**src/rtl/fcd_pkg.sv**
```systemverilog
package fcd_pkg;

    localparam int MATCH_AW = 11;
    localparam int MATCH_DW = 8;

    localparam logic [MATCH_AW-1:0] A_KEY1 = 11'h555;
    localparam logic [MATCH_AW-1:0] A_KEY2 = 11'h2AA;

    localparam logic [MATCH_DW-1:0] D_KEY1    = 8'hAA;
    localparam logic [MATCH_DW-1:0] D_KEY2    = 8'h55;
    localparam logic [MATCH_DW-1:0] D_RESET   = 8'hF0;
    localparam logic [MATCH_DW-1:0] D_IDENT   = 8'h90;
    localparam logic [MATCH_DW-1:0] D_PROG    = 8'hA0;
    localparam logic [MATCH_DW-1:0] D_ERASE   = 8'h80;
    localparam logic [MATCH_DW-1:0] D_STREAM  = 8'h20;
    localparam logic [MATCH_DW-1:0] D_BLK     = 8'h30;
    localparam logic [MATCH_DW-1:0] D_CHIP    = 8'h10;

    typedef enum logic [3:0] {
        S_IDLE,
        S_KEY1,
        S_KEY2,
        S_PROG,
        S_ER_SETUP,
        S_ER_KEY1,
        S_ER_KEY2,
        S_STR_FIRST,
        S_STR_NEXT
    } seq_state_e;

    typedef enum logic [1:0] {
        RM_ARRAY  = 2'd0,
        RM_IDENT  = 2'd1,
        RM_STATUS = 2'd2
    } read_mode_e;

    // Classification of one write, from the low address and data bits only
    typedef struct packed {
        logic key1;
        logic key2;
        logic at_cmd;
        logic d_reset;
        logic d_ident;
        logic d_prog;
        logic d_erase;
        logic d_stream;
        logic d_blk;
        logic d_chip;
    } wr_class_t;

    // One bit per command pulse
    typedef struct packed {
        logic str_done;
        logic str_word;
        logic chip_erase;
        logic blk_erase;
        logic prog;
        logic ident;
        logic rd_reset;
    } cmd_pulse_t;

    function automatic logic is_pair(
        input logic [MATCH_AW-1:0] a, input logic [MATCH_DW-1:0] d,
        input logic [MATCH_AW-1:0] ea, input logic [MATCH_DW-1:0] ed);
        return (a == ea) && (d == ed);
    endfunction

    function automatic logic starts_status(input cmd_pulse_t p);
        return p.prog | p.blk_erase | p.chip_erase | p.str_word;
    endfunction

endpackage

```
**src/rtl/fcd_classify.sv**
```systemverilog
module fcd_classify
    import fcd_pkg::*;
(
    input  logic [MATCH_AW-1:0] addr_lo,
    input  logic [MATCH_DW-1:0] data_lo,
    output wr_class_t           cls
);
    always_comb begin
        cls.key1     = is_pair(addr_lo, data_lo, A_KEY1, D_KEY1);
        cls.key2     = is_pair(addr_lo, data_lo, A_KEY2, D_KEY2);
        cls.at_cmd   = (addr_lo == A_KEY1);
        cls.d_reset  = (data_lo == D_RESET);
        cls.d_ident  = (data_lo == D_IDENT);
        cls.d_prog   = (data_lo == D_PROG);
        cls.d_erase  = (data_lo == D_ERASE);
        cls.d_stream = (data_lo == D_STREAM);
        cls.d_blk    = (data_lo == D_BLK);
        cls.d_chip   = (data_lo == D_CHIP);
    end
endmodule

```
**src/rtl/fcd_seq.sv**
```systemverilog
module fcd_seq
    import fcd_pkg::*;
#(
    parameter int ADDR_W  = 22,
    parameter int DATA_W  = 16,
    parameter int BLK_LSB = 16
) (
    input  logic              clk,
    input  logic              rst,
    input  logic              wr_en,
    input  logic [ADDR_W-1:0] wr_addr,
    input  logic [DATA_W-1:0] wr_data,
    input  logic              busy,
    input  wr_class_t         cls,
    output cmd_pulse_t        pulse,
    output logic              first_word,
    output logic [ADDR_W-1:0] lat_addr,
    output logic [DATA_W-1:0] lat_data,
    output logic              stream_err
);
    localparam int BLK_W = ADDR_W - BLK_LSB;

    seq_state_e       state;
    logic [BLK_W-1:0] str_blk;
    logic             in_stream;
    logic             new_blk;

    assign in_stream = (state == S_STR_FIRST) || (state == S_STR_NEXT);
    assign new_blk   = (wr_addr[ADDR_W-1:BLK_LSB] != str_blk);

    always_ff @(posedge clk) begin
        if (rst) begin
            state      <= S_IDLE;
            pulse      <= '0;
            first_word <= 1'b0;
            lat_addr   <= '0;
            lat_data   <= '0;
            stream_err <= 1'b0;
            str_blk    <= '0;
        end else begin
            pulse      <= '0;
            first_word <= 1'b0;
            if (wr_en && busy) begin
                if (in_stream) begin
                    stream_err <= 1'b1;
                end
            end else if (wr_en) begin
                case (state)
                    S_IDLE: begin
                        if (cls.key1) begin
                            state <= S_KEY1;
                        end else if (cls.d_reset) begin
                            pulse.rd_reset <= 1'b1;
                            stream_err     <= 1'b0;
                        end
                    end
                    S_KEY1: state <= cls.key2 ? S_KEY2 : S_IDLE;
                    S_KEY2: begin
                        state <= S_IDLE;
                        if (cls.at_cmd) begin
                            if (cls.d_reset) begin
                                pulse.rd_reset <= 1'b1;
                                stream_err     <= 1'b0;
                            end else if (cls.d_ident) begin
                                pulse.ident <= 1'b1;
                            end else if (cls.d_prog) begin
                                state <= S_PROG;
                            end else if (cls.d_erase) begin
                                state <= S_ER_SETUP;
                            end else if (cls.d_stream) begin
                                state <= S_STR_FIRST;
                            end
                        end
                    end
                    S_PROG: begin
                        state      <= S_IDLE;
                        pulse.prog <= 1'b1;
                        lat_addr   <= wr_addr;
                        lat_data   <= wr_data;
                    end
                    S_ER_SETUP: state <= cls.key1 ? S_ER_KEY1 : S_IDLE;
                    S_ER_KEY1:  state <= cls.key2 ? S_ER_KEY2 : S_IDLE;
                    S_ER_KEY2: begin
                        state <= S_IDLE;
                        if (cls.d_blk) begin
                            pulse.blk_erase <= 1'b1;
                            lat_addr        <= wr_addr;
                            lat_data        <= wr_data;
                        end else if (cls.d_chip && cls.at_cmd) begin
                            pulse.chip_erase <= 1'b1;
                            lat_addr         <= wr_addr;
                            lat_data         <= wr_data;
                        end
                    end
                    S_STR_FIRST: begin
                        state          <= S_STR_NEXT;
                        pulse.str_word <= 1'b1;
                        first_word     <= 1'b1;
                        lat_addr       <= wr_addr;
                        lat_data       <= wr_data;
                        str_blk        <= wr_addr[ADDR_W-1:BLK_LSB];
                    end
                    S_STR_NEXT: begin
                        lat_addr <= wr_addr;
                        lat_data <= wr_data;
                        if (new_blk) begin
                            state          <= S_IDLE;
                            pulse.str_done <= 1'b1;
                        end else begin
                            pulse.str_word <= 1'b1;
                        end
                    end
                    default: state <= S_IDLE;
                endcase
            end
        end
    end
endmodule

```
**src/rtl/fcd_mode.sv**
```systemverilog
module fcd_mode
    import fcd_pkg::*;
(
    input  logic       clk,
    input  logic       rst,
    input  logic       busy,
    input  logic       err,
    input  cmd_pulse_t pulse,
    output read_mode_e mode
);
    logic busy_q;
    logic err_hold;
    logic done_evt;

    assign done_evt = busy_q && !busy;

    always_ff @(posedge clk) begin
        if (rst) begin
            mode     <= RM_ARRAY;
            busy_q   <= 1'b0;
            err_hold <= 1'b0;
        end else begin
            busy_q <= busy;
            if (pulse.rd_reset) begin
                mode     <= RM_ARRAY;
                err_hold <= 1'b0;
            end else if (done_evt) begin
                if (err) begin
                    mode     <= RM_STATUS;
                    err_hold <= 1'b1;
                end else if (!err_hold) begin
                    mode <= RM_ARRAY;
                end
            end else if (starts_status(pulse)) begin
                mode <= RM_STATUS;
            end else if (pulse.ident && !err_hold) begin
                mode <= RM_IDENT;
            end
        end
    end
endmodule

```
**src/rtl/flash_cmd_decoder.sv**
```systemverilog
module flash_cmd_decoder
    import fcd_pkg::*;
#(
    parameter int ADDR_W  = 22,
    parameter int DATA_W  = 16,
    parameter int BLK_LSB = 16
) (
    input  logic              clk,
    input  logic              rst,
    input  logic              wr_en,
    input  logic [ADDR_W-1:0] wr_addr,
    input  logic [DATA_W-1:0] wr_data,
    input  logic              busy,
    input  logic              err,
    output logic              rd_reset_pulse,
    output logic              autosel_pulse,
    output logic              prog_pulse,
    output logic              blk_erase_pulse,
    output logic              chip_erase_pulse,
    output logic              mwp_word_pulse,
    output logic              mwp_first,
    output logic              mwp_done_pulse,
    output logic [ADDR_W-1:0] cmd_addr,
    output logic [DATA_W-1:0] cmd_data,
    output logic [1:0]        read_mode,
    output logic              seq_err
);
    wr_class_t  cls;
    cmd_pulse_t pulse;
    read_mode_e mode;

    fcd_classify u_cls (
        .addr_lo (wr_addr[MATCH_AW-1:0]),
        .data_lo (wr_data[MATCH_DW-1:0]),
        .cls     (cls)
    );

    fcd_seq #(
        .ADDR_W  (ADDR_W),
        .DATA_W  (DATA_W),
        .BLK_LSB (BLK_LSB)
    ) u_seq (
        .clk        (clk),
        .rst        (rst),
        .wr_en      (wr_en),
        .wr_addr    (wr_addr),
        .wr_data    (wr_data),
        .busy       (busy),
        .cls        (cls),
        .pulse      (pulse),
        .first_word (mwp_first),
        .lat_addr   (cmd_addr),
        .lat_data   (cmd_data),
        .stream_err (seq_err)
    );

    fcd_mode u_mode (
        .clk   (clk),
        .rst   (rst),
        .busy  (busy),
        .err   (err),
        .pulse (pulse),
        .mode  (mode)
    );

    assign rd_reset_pulse   = pulse.rd_reset;
    assign autosel_pulse    = pulse.ident;
    assign prog_pulse       = pulse.prog;
    assign blk_erase_pulse  = pulse.blk_erase;
    assign chip_erase_pulse = pulse.chip_erase;
    assign mwp_word_pulse   = pulse.str_word;
    assign mwp_done_pulse   = pulse.str_done;
    assign read_mode        = mode;
endmodule

```
**config.mk**
```make
export PLATFORM = sky130hd
export DESIGN_NAME = flash_cmd_decoder
export DESIGN_NICKNAME = d
export VERILOG_FILES = /design/src/rtl/fcd_pkg.sv /design/src/rtl/fcd_classify.sv /design/src/rtl/fcd_seq.sv /design/src/rtl/fcd_mode.sv /design/src/rtl/flash_cmd_decoder.sv
export SDC_FILE = /design/constraint.sdc
export NUM_CORES = 1
export LEC_CHECK = 0
export BUFFER_PORTS_ARGS = -buffer_cell sky130_fd_sc_hd__buf_4
export CORE_AREA = 2 2 66 115
export DETAILED_ROUTE_END_ITERATION = 8
export DIE_AREA = 0 0 68 117
export PLACE_DENSITY = 0.67
export SYNTH_ARGS = -nofsm -noshare
export SYNTH_HDL_FRONTEND = slang
export SYNTH_HIERARCHICAL = 1
export SYNTH_SLANG_ARGS = --single-unit
```
**constraint.sdc**
```tcl
create_clock -name clk -period 3.9 [get_ports clk]
set_input_delay 0.78 -clock clk [delete_from_list [all_inputs] [get_ports clk]]
set_output_delay 0.78 -clock clk [all_outputs]
set_load 0.05 [all_outputs]
```
==> results.sh, run 1 <==
export IMPL_dp_cells=485
export IMPL_power_per_cell_area_nw_per_um2=417.4
export IMPL_netlist_area_sq_um=2743
export IMPL_dr_total_vias=2752
export IMPL_pre_cts_ws_ps=477.2
export IMPL_ios=92
export IMPL_rows=41
export IMPL_root_buffer="clkbuf_16"
export IMPL_final_common_cell="buf_4"
export IMPL_grt_pass1_vias=2532
export IMPL_cts_tree="yes"
export IMPL_drcViolationCount=0
export IMPL_cts_setup_buffers=0
export IMPL_path_class="primary input to flip-flop"
export IMPL_gr_total_overflow=0
export IMPL_ys_ff_latch=61
export IMPL_swShare_pct=21.90
export IMPL_ys_seq_area_share_pct=44.53
export IMPL_cp_start_kind="primary input"
export IMPL_via_per_inst=5.493
export IMPL_fin_crit_sh_pct=79.73
export IMPL_status="completed"
export IMPL_ant_nets=0
export IMPL_synth_enable_flop_cells=0
export IMPL_yosysWarnings=6
export IMPL_slew_headroom_pct=31.85
export IMPL_min_path_type="flip-flop to flip-flop"
export IMPL_fillerInstances=696
export IMPL_clock_skew_ps=4.878
export IMPL_synthFlopType="dfxtp_1"
export IMPL_core_area_sq_um=7079
export IMPL_netlist_instances=331
export IMPL_drt_wl_total_mm=7.891
export IMPL_pwr_share_clk_pct=54.4
export IMPL_worstMarginPinSlew_ps=1022
export IMPL_cellLeakagePower_nw=1.436
export IMPL_cts_buffers=9
export IMPL_seq_power_share_pct=39.9
export IMPL_start_util_pct=38.74
export IMPL_ir_drop_mv=0.2805
export IMPL_grt_pass1_wl_mm=12.02
export IMPL_n_antenna_cell=0
export IMPL_syn_num_nets=374
export IMPL_cp_arrival_ps=3300
export IMPL_setup_viol=0
export IMPL_drtIter0Drc=172
export IMPL_numPortBuffers=91
export IMPL_antenna_found_initial=0
export IMPL_clock_path_buffers=2
export IMPL_drv_slew=0
export IMPL_fin_hold_ws_ps=459.7
export IMPL_power_share_combinational_pct=5.8
export IMPL_dr_pass1_iters=4
export IMPL_nets=453
export IMPL_routabilityCongestion=0.9463
export IMPL_path_max_fanout=38
export IMPL_layout_drive_gt1_share_pct=29.40
export IMPL_hold_buffers=0
export IMPL_die_x_um=68
export IMPL_yosysUniqueCellTypes=50
export IMPL_maxCapViolCount=0
export IMPL_clk_latency_ps=320
export IMPL_fin_ws_ps=790.6
export IMPL_grt_start_max_net_pins=52
export IMPL_htree_levels=3
export IMPL_p_sw_mw=0.3439
export IMPL_timing_fmax_ghz=0.3216
export IMPL_mostFrequentLayoutCells="buf_4 (94), dfxtp_1 (61), a21oi_1 (47), o21ai_0 (46), nand3_1 (40)"
export IMPL_wl_per_cell_um=15.75
export IMPL_cts_resized_gates=0
export IMPL_required_ps=4090
export IMPL_area_delta_synth_final_pct=37.14
export IMPL_die_h_um=117
export IMPL_cts_sinks=61
export IMPL_async_flop_share_pct=0
export IMPL_internal_power_mw=1.226
export IMPL_post_route_min_period_ps=3109
export IMPL_clk_pin_slew_ps=50
export IMPL_stdcell_count=501
export IMPL_grt_use_total_pct=20.15
export IMPL_hold_violations=0
export IMPL_rsz0062_at_grt="false"
export IMPL_avgSynthCellArea_sq_um=8.286
export IMPL_timing_setup_tns_ps=0
export IMPL_die_area_sq_um=7956
export IMPL_worstSetupEndpointType="flip-flop"
export IMPL_place_hpwl_mm=5.545
[cell type report]
class | instances | area (sq um) | share of cell area, %
Clock buffer | 9 | 225.2 | 5.988
Clock inverter | 7 | 98.84 | 2.628
Inverter | 4 | 15.01 | 0.3992
Multi-Input combinational cell | 240 | 1388 | 36.89
Sequential cell | 61 | 1221 | 32.47
Tap cell | 86 | 107.6 | 2.861
Timing Repair Buffer | 94 | 705.7 | 18.76
[power groups by stage]
stage | Clock, mW | Combinational [mW] | Sequential, mW
3_3_place_gp | 0 | 0.0907 | 0.639
2_1_floorplan | 0 | 0.0333 | 0.641
6_report | 0.853 | 0.0906 | 0.626
4_1_cts | 0.865 | 0.0910 | 0.626
3_5_place_dp | 0 | 0.0908 | 0.639
5_1_grt | 0.896 | 0.0975 | 0.626
[metrics by stage]
stage	total power [mW]	utilization, %	area [sq um]
final	1.570	53.13	3761
after global routing	1.619	53.13	3761
after CTS	1.582	53.13	3761
after detailed placement	0.7300	48.55	3437
after global placement	0.7298	48.55	3437
after floorplan	0.6744	-	2743
[synthesized netlist by cell type, drive strengths merged (3+ instances only)]
cell,count,area [sq um]
a21oi,47,235.2
nor4,5,46.29
nor2b,4,25.02
nor3,10,55.05
buf,7,48.79
dfxtp,61,1221
or3b,3,28.78
inv,4,15.01
and3,4,25.02
o21ai,49,256.5
xnor2,4,35.03
nor2,15,56.30
nand3,40,200.2
nand2,18,67.56
clkbuf,19,72.56
nand2b,5,31.28
nand4b,3,26.28
[per-layer routing]
layer / up-vias / part of all wire [%] / track usage [%]
met1: 1281 / 38 / 22.62
met4: 0 / 4.0 / 11.47
met5: - / 0 / 0
met2: 92 / 53 / 33.85
li1: 1358 / - / -
met3: 21 / 4.9 / 4.971
[critical path, stage by stage]
cell     delay, ps
buf_4          120
or4b_1         520
nor4_1         580
a21oi_1        180
o211a_1        660
o21ai_0        360
a21oi_1        100
[state kept, by name (all words and copies together) (netlist names)]
register          count
u_mode/busy_q         1
u_mode/err_hold       1
u_mode/mode           2
u_seq/first_word      1
u_seq/lat_addr       22
u_seq/lat_data       16
u_seq/pulse           7
u_seq/state           4
u_seq/str_blk         6
u_seq/stream_err      1
[final timing paths]
check,start,cells after the start,to,slack [ps]
worst max register to register,u_seq/state[3],4,u_seq/lat_addr[20],1710
worst min register to register,u_seq/pulse[0],1,u_mode/err_hold,460
worst max-delay path,wr_addr[1],7,u_seq/lat_addr[20],790
worst min-delay path,u_seq/pulse[0],1,u_mode/err_hold,460
[cell families (layout without fill, tap and decap cells)]
| family | count (synthesis) | in the layout | synth area share [%] |
|---|---|---|---|
| flops | 61 | 61 | 44.53 |
| compound gates | 112 | 112 | 22.99 |
| buf+inv | 30 | 114 | 4.972 |
| mux | 2 | 2 | 0.7300 |
| xor+xnor | 6 | 6 | 1.916 |
| simple gates | 120 | 120 | 24.86 |
Note: power is estimated with default switching activity, not from simulation.
==> run 2, diff against run 1 <==
--- a/config.mk
+++ b/config.mk
@@ -9,7 +9,7 @@
 export CORE_AREA = 2 2 66 115
 export DETAILED_ROUTE_END_ITERATION = 8
 export DIE_AREA = 0 0 68 117
-export PLACE_DENSITY = 0.67
+export PLACE_DENSITY = 0.7
 export SYNTH_ARGS = -nofsm -noshare
 export SYNTH_HDL_FRONTEND = slang
 export SYNTH_HIERARCHICAL = 1
==> constraint.sdc (replaced) <==
create_clock -name clk -period 2.62 [get_ports clk]
set_input_delay 0.524 -clock clk [delete_from_list [all_inputs] [get_ports clk]]
set_output_delay 0.524 -clock clk [all_outputs]
set_load 0.05 [all_outputs]
==> run 2 against run 1 <==
Against the previous run:
- flip-flop and latch count unchanged
- power increased by 38%
- setup slack got worse by 580 ps
- clock skew increased by 1.8 ps
- combinational power increased by 60%
- cell count increased by 2.4%
- via count increased by 2.9%
- first-iteration DRC count decreased by 11%
- worst hold slack got worse by 38 ps
- clock-buffer cell count increased by 5
- critical path type unchanged
==> results.sh, run 2 (synthesized netlist as in run 1, its figures left out) <==
export IMPL_drt_wl_total_mm=8.143
export IMPL_drcViolationCount=0
export IMPL_largest_register="u_seq/lat_addr"
export IMPL_fin_ws_ps=215.2
export IMPL_post_route_min_period_ps=2405
export IMPL_status="completed"
export IMPL_via_per_inst=5.522
export IMPL_die_x_um=68
export IMPL_cts_buffers=9
export IMPL_core_area_sq_um=7079
export IMPL_rows=41
export IMPL_final_common_cell="buf_4"
export IMPL_power_mw=2.161
export IMPL_stdcell_area_sq_um=3845
export IMPL_drtIter0Drc=153
export IMPL_cts_resized_gates=0
export IMPL_required_ps=2870
export IMPL_area_delta_synth_final_pct=40.19
export IMPL_fin_util_pct=54.31
export IMPL_dpl_cell_area_sq_um=3560
export IMPL_numPortBuffers=91
export IMPL_fin_crit_sh_pct=91.79
export IMPL_r2r_end="u_seq/state[1]"
export IMPL_ir_drop_mv=0.4088
export IMPL_power_per_cell_area_nw_per_um2=562.1
export IMPL_routabilityCongestion=0.9203
export IMPL_cellLeakagePower_nw=1.490
export IMPL_gr_total_overflow=0
export IMPL_root_buffer="clkbuf_16"
export IMPL_slew_headroom_pct=71.98
export IMPL_critPathLaunch="wr_data[0]"
export IMPL_mostFrequentLayoutCells="buf_4 (105), dfxtp_1 (61), a21oi_1 (47), o21ai_0 (46), nand3_1 (40)"
export IMPL_die_area_sq_um=7956
export IMPL_start_util_pct=38.74
export IMPL_cp_arrival_ps=2650
export IMPL_cts_tree="yes"
export IMPL_path_max_fanout=11
export IMPL_die_h_um=117
export IMPL_cp_start_kind="primary input"
export IMPL_worstMarginPinSlew_ps=420.3
export IMPL_clock_path_buffers=2
export IMPL_cts_sinks=61
export IMPL_min_path_type="primary input to flip-flop"
export IMPL_crit_chain="buf_4, or4_4, or3_1, nor2_1, a21oi_1, o211ai_1, buf_4, nand3_1, a21oi_1"
export IMPL_maxCapViolCount=0
export IMPL_dr_total_vias=2833
export IMPL_hold_violations=0
export IMPL_grt_pass1_wl_mm=13.01
export IMPL_endpoint="u_seq/lat_data[5]"
export IMPL_grt_pass1_vias=2777
export IMPL_clk_pin_slew_ps=50
export IMPL_reg2regPathDepth=4
export IMPL_path_class="primary input to flip-flop"
export IMPL_hold_buffers=0
export IMPL_n_antenna_cell=0
export IMPL_drv_slew=0
export IMPL_pre_cts_ws_ps=-106.9
export IMPL_nets=466
export IMPL_grt_start_max_net_pins=39
export IMPL_htree_levels=3
export IMPL_cts_setup_buffers=0
export IMPL_setup_viol=0
export IMPL_rsz0062_at_grt="false"
export IMPL_wl_per_cell_um=15.87
export IMPL_fillerInstances=703
export IMPL_antenna_found_initial=0
export IMPL_timing_fmax_ghz=0.4158
export IMPL_place_hpwl_mm=5.926
export IMPL_dr_pass1_iters=4
export IMPL_layout_drive_gt1_share_pct=31.15
export IMPL_clk_latency_ps=320
export IMPL_worst_path_max_delay_cell="or4_4"
export IMPL_grt_use_total_pct=21.74
export IMPL_rr_startpoint="u_seq/state[3]"
export IMPL_clock_skew_ps=6.700
export IMPL_top_regs="u_seq/lat_addr (22), u_seq/lat_data (16), u_seq/pulse (7)"
export IMPL_ios=92
export IMPL_crit_path_max_incr_delay_ps=520
export IMPL_rrSetupSlack_ps=690
export IMPL_largest_reg_flops=22
export IMPL_ant_nets=0
export IMPL_worstSetupEndpointType="flip-flop"
run 2: cell types whose count changed in the layout (fill, tap and decap cells not counted):
cell        before  now
buf_12           0    2
buf_4           94  105
bufinv_16        2    0
clkbuf_1         0    2
clkbuf_8         0    3
clkinv_4         2    0
clkinvlp_4       1    0
inv_6            1    0
nor4_1           4    3
nor4_2           0    1
run 2: worst max-delay path: cells and delay by family:
kind,cells,cell delay [ps]
compound gates,3,610
buf+inv,2,360
simple gates,4,1140
run 2: power breakdown:
| part | leakage, nW | internal [mW] | switching (mW) |
|---|---|---|---|
| clock | 0.139 | 0.709 | 0.374 |
| combinational | 0.860 | 0.0658 | 0.0795 |
| sequential | 0.492 | 0.932 | 0.00142 |
| total | 1.49 | 1.71 | 0.455 |
run 2: final cells by class:
| type | instances | area, sq um | share of cell area [%] |
|---|---|---|---|
| flip-flops and latches | 61 | 1221 | 31.76 |
| clock buffers | 14 | 274.0 | 7.127 |
| repair buffers | 107 | 828.3 | 21.54 |
| multi-input cells | 240 | 1394 | 36.25 |
| clock inverters | 1 | 5.005 | 0.1302 |
| well taps | 86 | 107.6 | 2.799 |
| inverters | 4 | 15.01 | 0.3905 |
run 2: metal layers:
metal | GRT usage [%] | routed length (um) | vias to the layer above
met5 | 0 | 0 | -
met4 | 11.73 | 273 | 0
met3 | 5.354 | 412 | 19
met2 | 37.93 | 4335 | 81
met1 | 23.41 | 3121 | 1347
li1 | - | - | 1386
run 2: through the flow:
step,instances,TNS [ps],hold WS [ps]
6_report,513,0,421.9
5_1_grt,513,0,413.3
4_1_cts,513,0,409.4
3_5_place_dp,498,-2691,444.9
3_3_place_gp,498,-712.6,442.0
2_1_floorplan,331,0,465.4
run 2: worst min path at each step:
stage / from / to / slack (ps) / depth (start not counted)
floorplan: u_seq/str_blk[3] / u_seq/str_blk[3] / 470 / 2
global placement: u_seq/pulse[0] / u_mode/err_hold / 440 / 1
detailed placement: u_seq/pulse[0] / u_mode/err_hold / 440 / 1
CTS: err / u_mode/mode[0] / 410 / 2
global route: err / u_mode/mode[0] / 410 / 2
finish: err / u_mode/mode[0] / 420 / 2
==> run 3, diff against run 2 <==
--- a/config.mk
+++ b/config.mk
@@ -6,10 +6,11 @@
 export NUM_CORES = 1
 export LEC_CHECK = 0
 export BUFFER_PORTS_ARGS = -buffer_cell sky130_fd_sc_hd__buf_4
-export CORE_AREA = 2 2 66 115
+export CORE_AREA = 3 3 67 116
 export DETAILED_ROUTE_END_ITERATION = 8
-export DIE_AREA = 0 0 68 117
+export DIE_AREA = 0 0 70 119
 export PLACE_DENSITY = 0.7
+export SKIP_LAST_GASP = 1
 export SYNTH_ARGS = -nofsm -noshare
 export SYNTH_HDL_FRONTEND = slang
 export SYNTH_HIERARCHICAL = 1
==> run 3 against run 2 <==
Against the previous run:
- sequential power hardly changed
- cell area is 0.16% lower
- first-iteration DRC count is 4.6% higher
- die area is 4.7% higher
- largest power group unchanged
==> results.sh, run 3 (synthesized netlist as in run 1, its figures left out) <==
export IMPL_worstSetupEndpointType="flip-flop"
export IMPL_cellLeakagePower_nw=1.493
export IMPL_fillerInstances=651
export IMPL_drv_slew=0
export IMPL_wl_per_cell_um=15.90
export IMPL_routabilityCongestion=0.8398
export IMPL_ir_drop_mv=0.3591
export IMPL_fin_crit_sh_pct=90.60
export IMPL_worst_path_max_delay_cell="or4b_1"
export IMPL_mostFrequentLayoutCells="buf_4 (107), dfxtp_1 (61), a21oi_1 (47), o21ai_0 (46), nand3_1 (40)"
export IMPL_grt_pass1_vias=2694
export IMPL_pre_cts_ws_ps=-84.70
export IMPL_place_hpwl_mm=5.997
export IMPL_cp_start_kind="primary input"
export IMPL_die_x_um=70
export IMPL_cts_sinks=61
export IMPL_rows=40
export IMPL_power_mw=2.134
export IMPL_path_max_fanout=5
export IMPL_drt_wl_total_mm=8.143
export IMPL_crit_family="simple AND/OR/NAND/NOR gates"
export IMPL_grt_start_max_net_pins=39
export IMPL_crit_path_max_incr_delay_ps=500
export IMPL_grt_pass1_wl_mm=12.95
export IMPL_final_common_cell="buf_4"
export IMPL_largest_reg_flops=22
export IMPL_clock_path_buffers=2
export IMPL_layout_drive_gt1_share_pct=31.31
export IMPL_cp_arrival_ps=2630
export IMPL_dr_pass1_iters=4
export IMPL_cts_tree="yes"
export IMPL_clk_latency_ps=330
export IMPL_slew_headroom_pct=63.33
export IMPL_required_ps=2880
export IMPL_setup_viol=0
export IMPL_cts_resized_gates=0
export IMPL_maxCapViolCount=0
export IMPL_gr_total_overflow=0
export IMPL_clock_skew_ps=2.987
export IMPL_crit_chain="buf_4, or4b_1, nor4_1, buf_4, or3b_2, a2111oi_2, o21ai_0, mux2i_1"
export IMPL_r2r_end="u_seq/state[0]"
export IMPL_status="completed"
export IMPL_top_regs="u_seq/lat_addr (22), u_seq/lat_data (16), u_seq/pulse (7)"
export IMPL_hold_violations=0
export IMPL_nets=468
export IMPL_rrSetupSlack_ps=650
export IMPL_area_delta_synth_final_pct=39.96
export IMPL_post_route_min_period_ps=2374
export IMPL_die_area_sq_um=8330
export IMPL_dr_total_vias=2807
export IMPL_path_common_cell="buf_4"
export IMPL_core_area_sq_um=6907
export IMPL_min_path_type="primary input to flip-flop"
export IMPL_ant_nets=0
export IMPL_drtIter0Drc=160
export IMPL_fin_ws_ps=246.2
export IMPL_numPortBuffers=91
export IMPL_reg2regPathDepth=4
export IMPL_htree_levels=3
export IMPL_cts_setup_buffers=0
export IMPL_start_util_pct=39.71
export IMPL_timing_fmax_ghz=0.4213
export IMPL_drcViolationCount=0
export IMPL_die_h_um=119
export IMPL_grt_use_total_pct=19.65
export IMPL_hold_buffers=0
export IMPL_clk_pin_slew_ps=50
export IMPL_power_per_cell_area_nw_per_um2=556.0
export IMPL_root_buffer="clkbuf_16"
export IMPL_worstMarginPinSlew_ps=550.1
export IMPL_cts_buffers=9
export IMPL_rsz0062_at_grt="false"
export IMPL_path_class="primary input to flip-flop"
export IMPL_endpoint="u_seq/state[0]"
export IMPL_critPathLaunch="wr_addr[1]"
export IMPL_antenna_found_initial=0
export IMPL_critical_path_depth=8
export IMPL_fin_hold_ws_ps=404.8
export IMPL_regArea_sq_um=1221
export IMPL_min_path_cells=2
export IMPL_via_per_inst=5.482
export IMPL_path_buf_inv=2
export IMPL_multiInputGateArea_sq_um=1388
export IMPL_largest_register="u_seq/lat_addr"
export IMPL_ios=92
export IMPL_rr_startpoint="u_seq/state[3]"
export IMPL_n_antenna_cell=0
[run 3: cell types whose count changed in the layout (fill, tap and decap cells not counted), sizes merged]
cell	before	now
buf	107	109
clkbuf	14	12
clkinv	1	2
[run 3: metrics by stage]
step                util [%]  area, sq um  TNS [ps]  std cells
detailed placement     51.72         3572    -427.9        498
CTS                    55.58         3839         0        512
floorplan                  -         2743         0        331
finish                 55.58         3839         0        512
global route           55.58         3839         0        512
global placement       51.72         3572    -128.4        498
[run 3: worst min-delay path by stage]
stage,from,to,slack [ps]
3_5_place_dp,u_seq/pulse[0],u_mode/err_hold,450
3_3_place_gp,u_seq/pulse[0],u_mode/err_hold,440
2_1_floorplan,u_seq/str_blk[3],u_seq/str_blk[3],470
5_1_grt,err,u_mode/mode[0],400
6_report,err,u_mode/mode[0],400
4_1_cts,err,u_mode/mode[0],400
[run 3: area by class of cell]
class / count / share of cell area (%)
clock buffer: 12 / 6.682
timing repair buffer: 109 / 21.97
inverter: 4 / 0.3911
multi-input combinational: 240 / 36.15
tap: 84 / 2.738
sequential: 61 / 31.81
clock inverter: 2 / 0.2608
[run 3: report_power, final]
part	total [mW]	leakage (nW)	switching, mW	internal [mW]
Combinational	0.144	0.867	0.0785	0.0657
Clock	1.06	0.134	0.382	0.676
Sequential	0.933	0.492	0.00131	0.932
Total	2.13	1.49	0.461	1.67
[run 3: routing by layer]
layer | GRT usage, % | vias to the layer above | wire length (um)
met2 | 34.83 | 99 | 4385
met5 | 0 | - | 0
met3 | 4.645 | 17 | 496
li1 | - | 1381 | -
met1 | 21.36 | 1310 | 3024
met4 | 9.952 | 0 | 236
